## src/rtl/i2cm_pkg.sv

```systemverilog
package i2cm_pkg;
  typedef enum logic [2:0] {
    ENG_IDLE,
    ENG_START,
    ENG_HOLD,
    ENG_XFER,
    ENG_STOP,
    ENG_RSTRT
  } eng_state_t;

  localparam logic [1:0] REG_CTRL = 2'd0;
  localparam logic [1:0] REG_STAT = 2'd1;
  localparam logic [1:0] REG_DATA = 2'd2;
  localparam logic [1:0] REG_DIV  = 2'd3;

  localparam int BYTE_BITS = 8;
endpackage

```

## src/rtl/i2cm_tick.sv

```systemverilog
module i2cm_tick #(
  parameter int DIV_W = 8
) (
  input  logic             clk,
  input  logic             rst,
  input  logic [DIV_W-1:0] div,
  output logic             tick
);
  logic [DIV_W-1:0] cnt;

  always_ff @(posedge clk) begin
    if (rst) begin
      cnt  <= '0;
      tick <= 1'b0;
    end else if (cnt >= div) begin
      cnt  <= '0;
      tick <= 1'b1;
    end else begin
      cnt  <= cnt + 1'b1;
      tick <= 1'b0;
    end
  end
endmodule

```

## src/rtl/i2cm_engine.sv

```systemverilog
module i2cm_engine
  import i2cm_pkg::*;
#(
  parameter int NB = BYTE_BITS
) (
  input  logic          clk,
  input  logic          rst,
  input  logic          tick,
  input  logic          want,
  input  logic          rstart_req,
  input  logic          xfer_req,
  input  logic          tx_mode,
  input  logic          ack_bit,
  input  logic [NB-1:0] tx_byte,
  input  logic          sda_in,
  output logic          scl_lo,
  output logic          sda_lo,
  output logic [NB-1:0] rx_byte,
  output logic          rx_ack,
  output logic          done,
  output logic          arb_lost,
  output logic          rstart_take,
  output logic          xfer_take,
  output logic          in_xfer,
  output logic          busy
);
  localparam int BCW = $clog2(NB + 1);
  localparam logic [BCW-1:0] ACK_IDX = BCW'(NB);

  eng_state_t     state;
  logic [1:0]     qc;
  logic [BCW-1:0] bc;
  logic [NB-1:0]  shift;

  assign in_xfer = (state == ENG_XFER);
  assign busy    = (state != ENG_IDLE);

  always_ff @(posedge clk) begin
    done        <= 1'b0;
    arb_lost    <= 1'b0;
    rstart_take <= 1'b0;
    xfer_take   <= 1'b0;
    if (rst) begin
      state   <= ENG_IDLE;
      qc      <= '0;
      bc      <= '0;
      scl_lo  <= 1'b0;
      sda_lo  <= 1'b0;
      shift   <= '0;
      rx_byte <= '0;
      rx_ack  <= 1'b0;
    end else if (tick) begin
      unique case (state)
        ENG_IDLE: begin
          scl_lo <= 1'b0;
          sda_lo <= 1'b0;
          qc     <= '0;
          if (want) state <= ENG_START;
        end
        ENG_START: begin
          qc <= qc + 1'b1;
          if (qc == 2'd0) begin
            sda_lo <= 1'b1;
          end else begin
            scl_lo <= 1'b1;
            qc     <= '0;
            state  <= ENG_HOLD;
          end
        end
        ENG_HOLD: begin
          qc <= '0;
          if (!want) begin
            state <= ENG_STOP;
          end else if (rstart_req) begin
            state       <= ENG_RSTRT;
            rstart_take <= 1'b1;
          end else if (xfer_req) begin
            state     <= ENG_XFER;
            xfer_take <= 1'b1;
            shift     <= tx_byte;
            bc        <= '0;
          end
        end
        ENG_XFER: begin
          qc <= qc + 1'b1;
          unique case (qc)
            2'd0: begin
              if (bc == ACK_IDX) sda_lo <= !tx_mode && !ack_bit;
              else               sda_lo <= tx_mode && !shift[NB-1];
            end
            2'd1: scl_lo <= 1'b0;
            2'd2: begin
              if (bc != ACK_IDX) begin
                shift <= {shift[NB-2:0], sda_in};
                if (tx_mode && !sda_lo && !sda_in) begin
                  state    <= ENG_IDLE;
                  scl_lo   <= 1'b0;
                  sda_lo   <= 1'b0;
                  arb_lost <= 1'b1;
                end
              end else if (tx_mode) begin
                rx_ack <= sda_in;
              end
            end
            default: begin
              scl_lo <= 1'b1;
              if (bc == ACK_IDX) begin
                state   <= ENG_HOLD;
                done    <= 1'b1;
                rx_byte <= shift;
              end else begin
                bc <= bc + 1'b1;
              end
            end
          endcase
        end
        ENG_STOP: begin
          qc <= qc + 1'b1;
          unique case (qc)
            2'd0: sda_lo <= 1'b1;
            2'd1: scl_lo <= 1'b0;
            default: begin
              sda_lo <= 1'b0;
              state  <= ENG_IDLE;
            end
          endcase
        end
        default: begin
          qc <= qc + 1'b1;
          unique case (qc)
            2'd0: sda_lo <= 1'b0;
            2'd1: scl_lo <= 1'b0;
            2'd2: sda_lo <= 1'b1;
            default: begin
              scl_lo <= 1'b1;
              qc     <= '0;
              state  <= ENG_HOLD;
            end
          endcase
        end
      endcase
    end
  end
endmodule

```

## src/rtl/i2cm_ctrl.sv

```systemverilog
module i2cm_ctrl
  import i2cm_pkg::*;
#(
  parameter int          DIV_W    = 8,
  parameter logic [7:0]  DIV_INIT = 8'd49
) (
  input  logic        clk,
  input  logic        rst,
  input  logic        bus_wr,
  input  logic [1:0]  bus_addr,
  input  logic [31:0] bus_wdata,
  output logic [31:0] bus_rdata,
  output logic        scl_oe,
  output logic        sda_oe,
  input  logic        sda_in,
  output logic        irq
);
  localparam int NB = BYTE_BITS;

  logic men, mien, msta, mtx, txak, rsta;
  logic if_flag, al_flag, pend;
  logic [NB-1:0]    tx_q;
  logic [DIV_W-1:0] div_q;
  logic tick, done, arb_lost, rstart_take, xfer_take, in_xfer, busy, rx_ack;
  logic [NB-1:0] rx_byte;
  logic unused_wdata;

  assign unused_wdata = ^bus_wdata[31:8];

  wire wr_ctrl = bus_wr && (bus_addr == REG_CTRL);
  wire wr_stat = bus_wr && (bus_addr == REG_STAT);
  wire wr_data = bus_wr && (bus_addr == REG_DATA);
  wire wr_div  = bus_wr && (bus_addr == REG_DIV);
  wire eng_rst = rst || !men;

  always_ff @(posedge clk) begin
    if (rst) begin
      men <= 1'b0; mien <= 1'b0; msta <= 1'b0;
      mtx <= 1'b0; txak <= 1'b0; rsta <= 1'b0;
    end else begin
      if (wr_ctrl) begin
        men  <= bus_wdata[7];
        mien <= bus_wdata[6];
        msta <= bus_wdata[5];
        mtx  <= bus_wdata[4];
        txak <= bus_wdata[3];
        rsta <= bus_wdata[2] && bus_wdata[5] && bus_wdata[7] && msta && men;
      end
      if (rstart_take) rsta <= 1'b0;
      if (arb_lost) begin
        msta <= 1'b0;
        mtx  <= 1'b0;
        rsta <= 1'b0;
      end
    end
  end

  always_ff @(posedge clk) begin
    if (rst) begin
      if_flag <= 1'b0;
      al_flag <= 1'b0;
    end else begin
      if (wr_stat) begin
        if_flag <= bus_wdata[1];
        al_flag <= bus_wdata[4];
      end
      if (done || arb_lost) if_flag <= 1'b1;
      if (arb_lost)         al_flag <= 1'b1;
    end
  end

  always_ff @(posedge clk) begin
    if (rst) begin
      tx_q  <= '0;
      pend  <= 1'b0;
      div_q <= DIV_INIT[DIV_W-1:0];
    end else begin
      if (xfer_take || !men || !msta) pend <= 1'b0;
      if (wr_data && men) begin
        tx_q <= bus_wdata[NB-1:0];
        pend <= msta;
      end
      if (wr_div) div_q <= bus_wdata[DIV_W-1:0];
    end
  end

  always_ff @(posedge clk) begin
    if (rst) begin
      bus_rdata <= '0;
      irq       <= 1'b0;
    end else begin
      irq <= mien && if_flag;
      unique case (bus_addr)
        REG_CTRL: bus_rdata <= {24'd0, men, mien, msta, mtx, txak, rsta, 2'b00};
        REG_STAT: bus_rdata <= {26'd0, busy, al_flag, 2'b00, if_flag, rx_ack};
        REG_DATA: bus_rdata <= men ? {{(32-NB){1'b0}}, rx_byte} : '0;
        default:  bus_rdata <= {{(32-DIV_W){1'b0}}, div_q};
      endcase
    end
  end

  i2cm_tick #(.DIV_W(DIV_W)) u_tick (
    .clk  (clk),
    .rst  (eng_rst),
    .div  (div_q),
    .tick (tick)
  );

  i2cm_engine #(.NB(NB)) u_eng (
    .clk         (clk),
    .rst         (eng_rst),
    .tick        (tick),
    .want        (msta),
    .rstart_req  (rsta),
    .xfer_req    (pend),
    .tx_mode     (mtx),
    .ack_bit     (txak),
    .tx_byte     (tx_q),
    .sda_in      (sda_in),
    .scl_lo      (scl_oe),
    .sda_lo      (sda_oe),
    .rx_byte     (rx_byte),
    .rx_ack      (rx_ack),
    .done        (done),
    .arb_lost    (arb_lost),
    .rstart_take (rstart_take),
    .xfer_take   (xfer_take),
    .in_xfer     (in_xfer),
    .busy        (busy)
  );
endmodule

```

## config.mk

```make
export PLATFORM = sky130hd
export DESIGN_NAME = i2cm_ctrl
export DESIGN_NICKNAME = d
export VERILOG_FILES = /design/src/rtl/i2cm_pkg.sv /design/src/rtl/i2cm_tick.sv /design/src/rtl/i2cm_engine.sv /design/src/rtl/i2cm_ctrl.sv
export SDC_FILE = /design/constraint.sdc
export NUM_CORES = 1
export LEC_CHECK = 0
export CORE_UTILIZATION = 25
export CTS_CLUSTER_SIZE = 8
export DETAILED_ROUTE_END_ITERATION = 8
export GPL_TIMING_DRIVEN = 0
export PLACE_DENSITY = 0.56
export SLEW_MARGIN = 10
export SYNTH_ARGS = -nofsm -noshare
export SYNTH_HDL_FRONTEND = slang
export SYNTH_SLANG_ARGS = --single-unit
```

## constraint.sdc

```tcl
create_clock -name clk -period 1.9 [get_ports clk]
set_input_delay 0.19 -clock clk [delete_from_list [all_inputs] [get_ports clk]]
set_output_delay 0.19 -clock clk [all_outputs]
set_load 0.05 [all_outputs]
```

======== Word-level counts from Yosys, hierarchy flattened ========
Cells that the tools add are included.
operators by class
  reductions and logical operators ........ 53
  add/sub/neg operators ................... 3
  bitwise logic cells ..................... 7
  $lt $le $gt $ge ......................... 1
  muxes and demuxes ....................... 53
  equal/unequal tests ..................... 33
operators by type and width
  cell                   count
  $mux W8                6
  $mux W3                10
  $pmux W8 S3            1
  $ne A2 B2 Y1 const B   11
  $mux W4                5
  $mux W1                17
  $pmux W8 S2            1
  $reduce_and A8 Y1      2
  $pmux W3 S5            1
  $logic_and A1 B1 Y1    14
  $reduce_and A7 Y1      2
  $reduce_or A2 Y1       6
  $pmux W1 S5            2
  $reduce_and A10 Y1     1
  $reduce_or A5 Y1       2
  $add A8 B1 Y8 const B  1
  $ge A8 B8 Y1           1
  $ne A2 B1 Y1 const B   4
  $ne A4 B4 Y1 const B   2
  $pmux W1 S2            4
  $pmux W4 S2            1
  $reduce_bool A2 Y1     4
  $logic_not A1 Y1       7
  $not A1 Y1             7
  26 further kinds       38
storage, ports and cells
  bits in registers ....................... 99
  output and inout port bits .............. 35

======== Depth between registers and ports, before layout ========
  depth in word-level cells ............... 7
  gate-level depth with buffers ........... 8

======== By module ========
From an unflattened synthesis, not the netlist that was laid out.
second synthesis, totals
  cell total of the unflattened synthesis .. 452
  area total of the unflattened synthesis .. 3967.6 um^2
by module, submodules not included
  module       cells each  area each (um^2)  seq. area each (um^2)  times used
  i2cm_engine  213         1848.0            640.6                  1
  i2cm_ctrl    180         1529.0            680.7                  1
  i2cm_tick    59          590.6             180.2                  1

======== Least setup slack after synthesis ========
No wires, ideal clock.
  path kind ............................... register -> register
  start point ............................. register u_eng.qc[0]
  end point ............................... register u_eng.scl_lo
  clock period less this slack ............ 1830 ps
  cell stages (with the launch flop) ...... 8
  data required time ...................... 1772 ps
  arrival time ............................ 1702 ps
  library setup time ...................... 128 ps
  slack ................................... 70 ps
  cell sequence ........................... dfxtp_1 -> inv_1 -> ha_1 -> or3b_1 -> a32o_1 -> nor3_1 -> mux2i_1 -> nor2_1
on the way
  cells in the longest elaborated chain, start to end .. 4
  elaborated cells between the ends (all ways) .. 14
ends and longest elaborated chain
  element                                                                   line                                                      source
  start, declared                                                           i2cm_engine.sv:31                                         logic [1:0] qc;
  start signal, assigned                                                    i2cm_engine.sv:61                                         qc <= qc + 1'b1;
  start signal, assigned                                                    i2cm_engine.sv:85                                         qc <= qc + 1'b1;
  start signal, assigned                                                    i2cm_engine.sv:118                                        qc <= qc + 1'b1;
  $eq A2 B2 Y1 / $logic_not A2 Y1 (equally long branches)                   i2cm_engine.sv:86, i2cm_engine.sv:130, i2cm_engine.sv:62
  $reduce_or A2 Y1 (no source line)                                         --
  $ne A5 B1 Y1 (no source line) / $pmux W1 S2 (equally long branches)       --
  $reduce_and A8 Y1 (no source line) / $pmux W1 S5 (equally long branches)  --
  end signal, assigned                                                      i2cm_engine.sv:91                                         2'd1: scl_lo <= 1'b0;
  end signal, assigned                                                      i2cm_engine.sv:132                                        2'd1: scl_lo <= 1'b0;
  end signal, assigned                                                      i2cm_engine.sv:135                                        scl_lo <= 1'b1;
  end, declared                                                             i2cm_engine.sv:16                                         output logic scl_lo,
Several ways; a longest one is shown, not always the timed one.
A chain may end at the register's enable or synchronous reset.

======== Worst setup path after layout ========
  start point ............................. register u_eng.bc[0]
  end point ............................... register u_eng.state[1]
on the way
  cells in the longest elaborated chain, start to end .. 3
  elaborated cells between the ends (all ways) .. 5
ends and longest elaborated chain
  element                                                               line                                   source
  start, declared                                                       i2cm_engine.sv:32                      logic [BCW-1:0] bc;
  start signal, assigned                                                i2cm_engine.sv:112                     bc <= bc + 1'b1;
  $ne A4 B4 Y1 / $eq A4 B4 Y1 (equally long branches)                   i2cm_engine.sv:93, i2cm_engine.sv:107
  $ne A3 B2 Y1 (no source line) / $ne A3 B1 Y1 (equally long branches)  --
  $reduce_and A10 Y1 (no source line) *                                 --
  end signal, assigned                                                  i2cm_engine.sv:96                      state <= ENG_IDLE;
  end signal, assigned                                                  i2cm_engine.sv:108                     state <= ENG_HOLD;
  end signal, assigned                                                  i2cm_engine.sv:124                     state <= ENG_IDLE;
  end, declared                                                         i2cm_engine.sv:30                      eng_state_t state;
Every way passes the cells marked *; elsewhere a longest branch is shown, timed or not.

==> summary.txt <==
Outcome
  • Status: finished clean

Finish
  • P&R area growth vs syn: 25.8%
  • Share of layout cells above drive strength 1: 0.166
  • Non-filler cells, final: 697
  • Design area: 4830 µm²
  • # nets final: 562
  • Number of diodes: 0

Place
  • DP Wirelength: 7.45 mm
  • GPL Wtd Cong: 0.867
  • Placed cells: 676
  • Area after DPL: 4380 µm²
  • Input/output buffers: 22

Worst setup path
  • Crit path launch type: flip-flop
  • R2r worst-path depth: 7
  • Reg-to-reg endpoint: u_eng.state[1]$_SDFFE_PP0P_
  • Critical-path cell list: inv_2 -> ha_1 -> nand3b_1 -> nor3b_2 -> a311o_1 -> or3_1 -> a21oi_2
  • Max incr delay on CP: 0.34 ns
  • Critical Path AT: 2.14 ns
  • Worst R2R Start: u_eng.bc[0]$_SDFFE_PP0P_
  • R2R Setup Slk: 0.03 ns
  • Setup crit end kind: flip-flop
  • Crit path max-delay family: simple AND/OR/NAND/NOR gates
  • Crit Path Category: reg -> reg
  • WP data required: 2.17 ns
  • Max FO, Critical Path: 5
  • Crit-path slowest cell: or3_1
  • Worst Path Buf+Inv: 1

Power
  • Switching power: 0.943 mW
  • Sequential Power Share: 0.438
  • Clk pwr share: 0.473
  • Comb power frac: 0.089
  • Leakage: 1.74 nW
  • Pwr dens: 758 nW/µm²
  • VDD IR max: 426 µV
  • Sw frac: 0.257
  • Cell Int Power: 2.72 mW

Min path
  • HP Class: in -> reg
  • Hold path start: rst
  • Hold Path Cell Cnt: 2
  • Worst Hold End: msta$_SDFFE_PP0P_

Floorplan
  • Die area: 15900 µm²
  • Die Y: 126 µm
  • DIE WIDTH: 126 µm
  • Core area: 14800 µm²
  • IO Pins: 73
  • Row count: 44
  • Initial Util: 0.260

Timing
  • Least-Margin Pin Slew: 0.589 ns
  • Final Max Slew Viols: 0
  • Hold_ws: 0.298 ns
  • Final setup vio count: 0
  • Post-route clock period utilization: 0.986
  • Hold Vio Cnt, Final: 0
  • Slew HR: 0.607
  • Layout Skew: 0.00881 ns
  • Unrepaired setup endpoints after global routing: true
  • Max Fclk: 534 MHz
  • Fin crit period: 1.87 ns

GRT
  • Vias in the first global route: 3063
  • Global route overflow: 0
  • First-pass GRT wire length: 15.8 mm
  • Initial antenna violation count: 0
  • Largest net degree at the start of global routing: 15
  • Gr usage total: 0.127

Yosys
  • FFs w/ async S/R, synth: 0
  • Synthesized cell area: 3840 µm²
  • Post-synthesis cell type count: 53
  • Largest area contributor in the netlist: dfxtp_1
  • EDFF count, synth: 0
  • Gate Count Post-Synth: 447
  • Synth top area share: 0.391
  • Dominant synthesized flop cell: dfxtp_1
  • Register bit total from synthesis: 75
  • Top area cells in the synthesized netlist: dfxtp_1 (39%), mux2i_1 (6.8%), ha_1 (5.2%)
  • Yosys warning count: 0
  • Synthesized area per cell: 8.59 µm²
  • Post-synthesis sequential area ratio: 0.391

CTS
  • # clock sinks: 75
  • Worst-Skew Late Latency: 0.34 ns
  • Clk slew on worst S/H paths: 0.06 ns
  • CTS H-tree lvls: 3
  • Hold Buf Count CTS: 0
  • CTS buffer count: 9
  • CTS root buffer: clkbuf_16
  • CTS Buffer Depth: 2
  • CTS tree: built

Drt
  • Drt wl/cell: 14.7 µm
  • DRT Pass-1 Iters: 5
  • DRC: 0
  • DR iter-0 viols: 243
  • DR vias: 3370
  • ANT nets after route: 0
  • Total Wirelength: 10.2 mm
  • Vias per cell: 4.84

Run
  • Max cap viols: 0
power by group through the flow:
stage	Clock, mW	Combinational, mW	Sequential [mW]
after global placement	0	0.317	1.64
after global routing	1.82	0.345	1.60
after floorplan	0	0.231	1.65
after CTS	1.75	0.322	1.60
final	1.73	0.328	1.60
after detailed placement	0	0.320	1.64
cells in the final DEF, fill, tap and decap left out, types with 15 or more instances in the layout:
cell type,count
dfxtp_1,71
nor2_1,40
nand2_1,36
a21oi_1,28
buf_4,28
mux2i_1,26
conb_1,24
clkdlybuf4s50_1,22
clkbuf_1,16
nor3_1,15
metal layers:
metal | global-route usage | wire length, µm
met1 | 0.166 | 4680
met2 | 0.200 | 4750
met3 | 0.0327 | 579
met4 | 0.0482 | 205
met5 | 0 | 0
synth_stat cells, types with 2 or more instances:
master and number:
nand2b_1 10, nor3_1 17, xor2_1 3, dfxtp_1 75
and3_1 8, a2111oi_0 2, buf_6 2, a311oi_1 2
clkbuf_1 19, and2_1 2, and3b_1 2, buf_1 2
a21oi_1 29, nor2_1 42, buf_2 5, nand4b_1 2
o21a_1 3, or4_1 2, nand3b_1 8, nor3b_1 5
buf_4 24, ha_1 16, a211oi_1 9, o31ai_1 2
nand2_1 36, nor2b_1 7, o211ai_1 5, a31oi_1 7
mux2i_1 26, xnor2_1 5, inv_1 17, a211o_1 3
nand3_1 15, mux2_2 2, a22oi_1 2, nand4_1 6
o21ai_0 8, o22a_1 2
worst max-delay path by stage:
| stage | from | endpoint | cells past startpoint |
|---|---|---|---|
| floorplan | u_eng.qc[0]$_SDFFE_PP0P_ | u_eng.scl_lo$_SDFFE_PP0P_ | 7 |
| global placement | bus_addr[1] | div_q[3]$_SDFFE_PP0P_ | 6 |
| detailed placement | bus_addr[1] | div_q[1]$_SDFFE_PP0P_ | 6 |
| CTS | u_eng.state[0]$_SDFFE_PP0P_ | bus_rdata[5]$_SDFF_PP0_ | 6 |
| global route | u_eng.qc[0]$_SDFFE_PP0P_ | u_eng.scl_lo$_SDFFE_PP0P_ | 8 |
| finish | u_eng.bc[0]$_SDFFE_PP0P_ | u_eng.state[1]$_SDFFE_PP0P_ | 7 |
cell families after synthesis:
logic type / after synthesis / synth area share
and+or+nand+nor: 169 / 0.226
AOI/OAI and AO/OA: 80 / 0.136
DFF: 75 / 0.391
buffers and inverters: 69 / 0.0964
muxes: 29 / 0.0795
adders and majority gates: 16 / 0.0521
xor gates and xnor gates: 8 / 0.0182
other: 1 / 0.000977
through the flow:
step	setup WS (ns)	TNS (ns)	util	power [mW]
floorplan	0.0704	0	-	1.88
global placement	-0.266	-3.13	0.297	1.95
detailed placement	-0.320	-4.13	0.297	1.96
CTS	0.00217	0	0.320	3.68
global route	-0.0949	-0.235	0.328	3.77
finish	0.0266	0	0.328	3.66
registers in the layout (all words and copies together), names as in the netlist, 2 cells and up:
register       cells
u_eng.bc           4
u_eng.rx_byte      8
u_eng.shift        8
bus_rdata          8
tx_q               8
u_eng.state        3
div_q              8
u_eng.qc           2
u_tick.cnt         8
area by class of cell:
cell class              instances  area [µm²]
flip-flops and latches         75        1510
clock inverters                 7        76.3
multi-input cells             326        2150
repair buffers                 27         262
plain buffers                  52         320
well taps                     184         230
clock buffers                   9         225
fillers                      1549        9920
inverters                      17        63.8
what timing repair did:
action                                  in CTS  in global routing
pin swaps                                    3                  4
resized for setup                           13                 24
setup buffers                                2                  3
endpoints found under the setup margin      19                 37
Note: power is estimated with default switching activity, not from simulation.
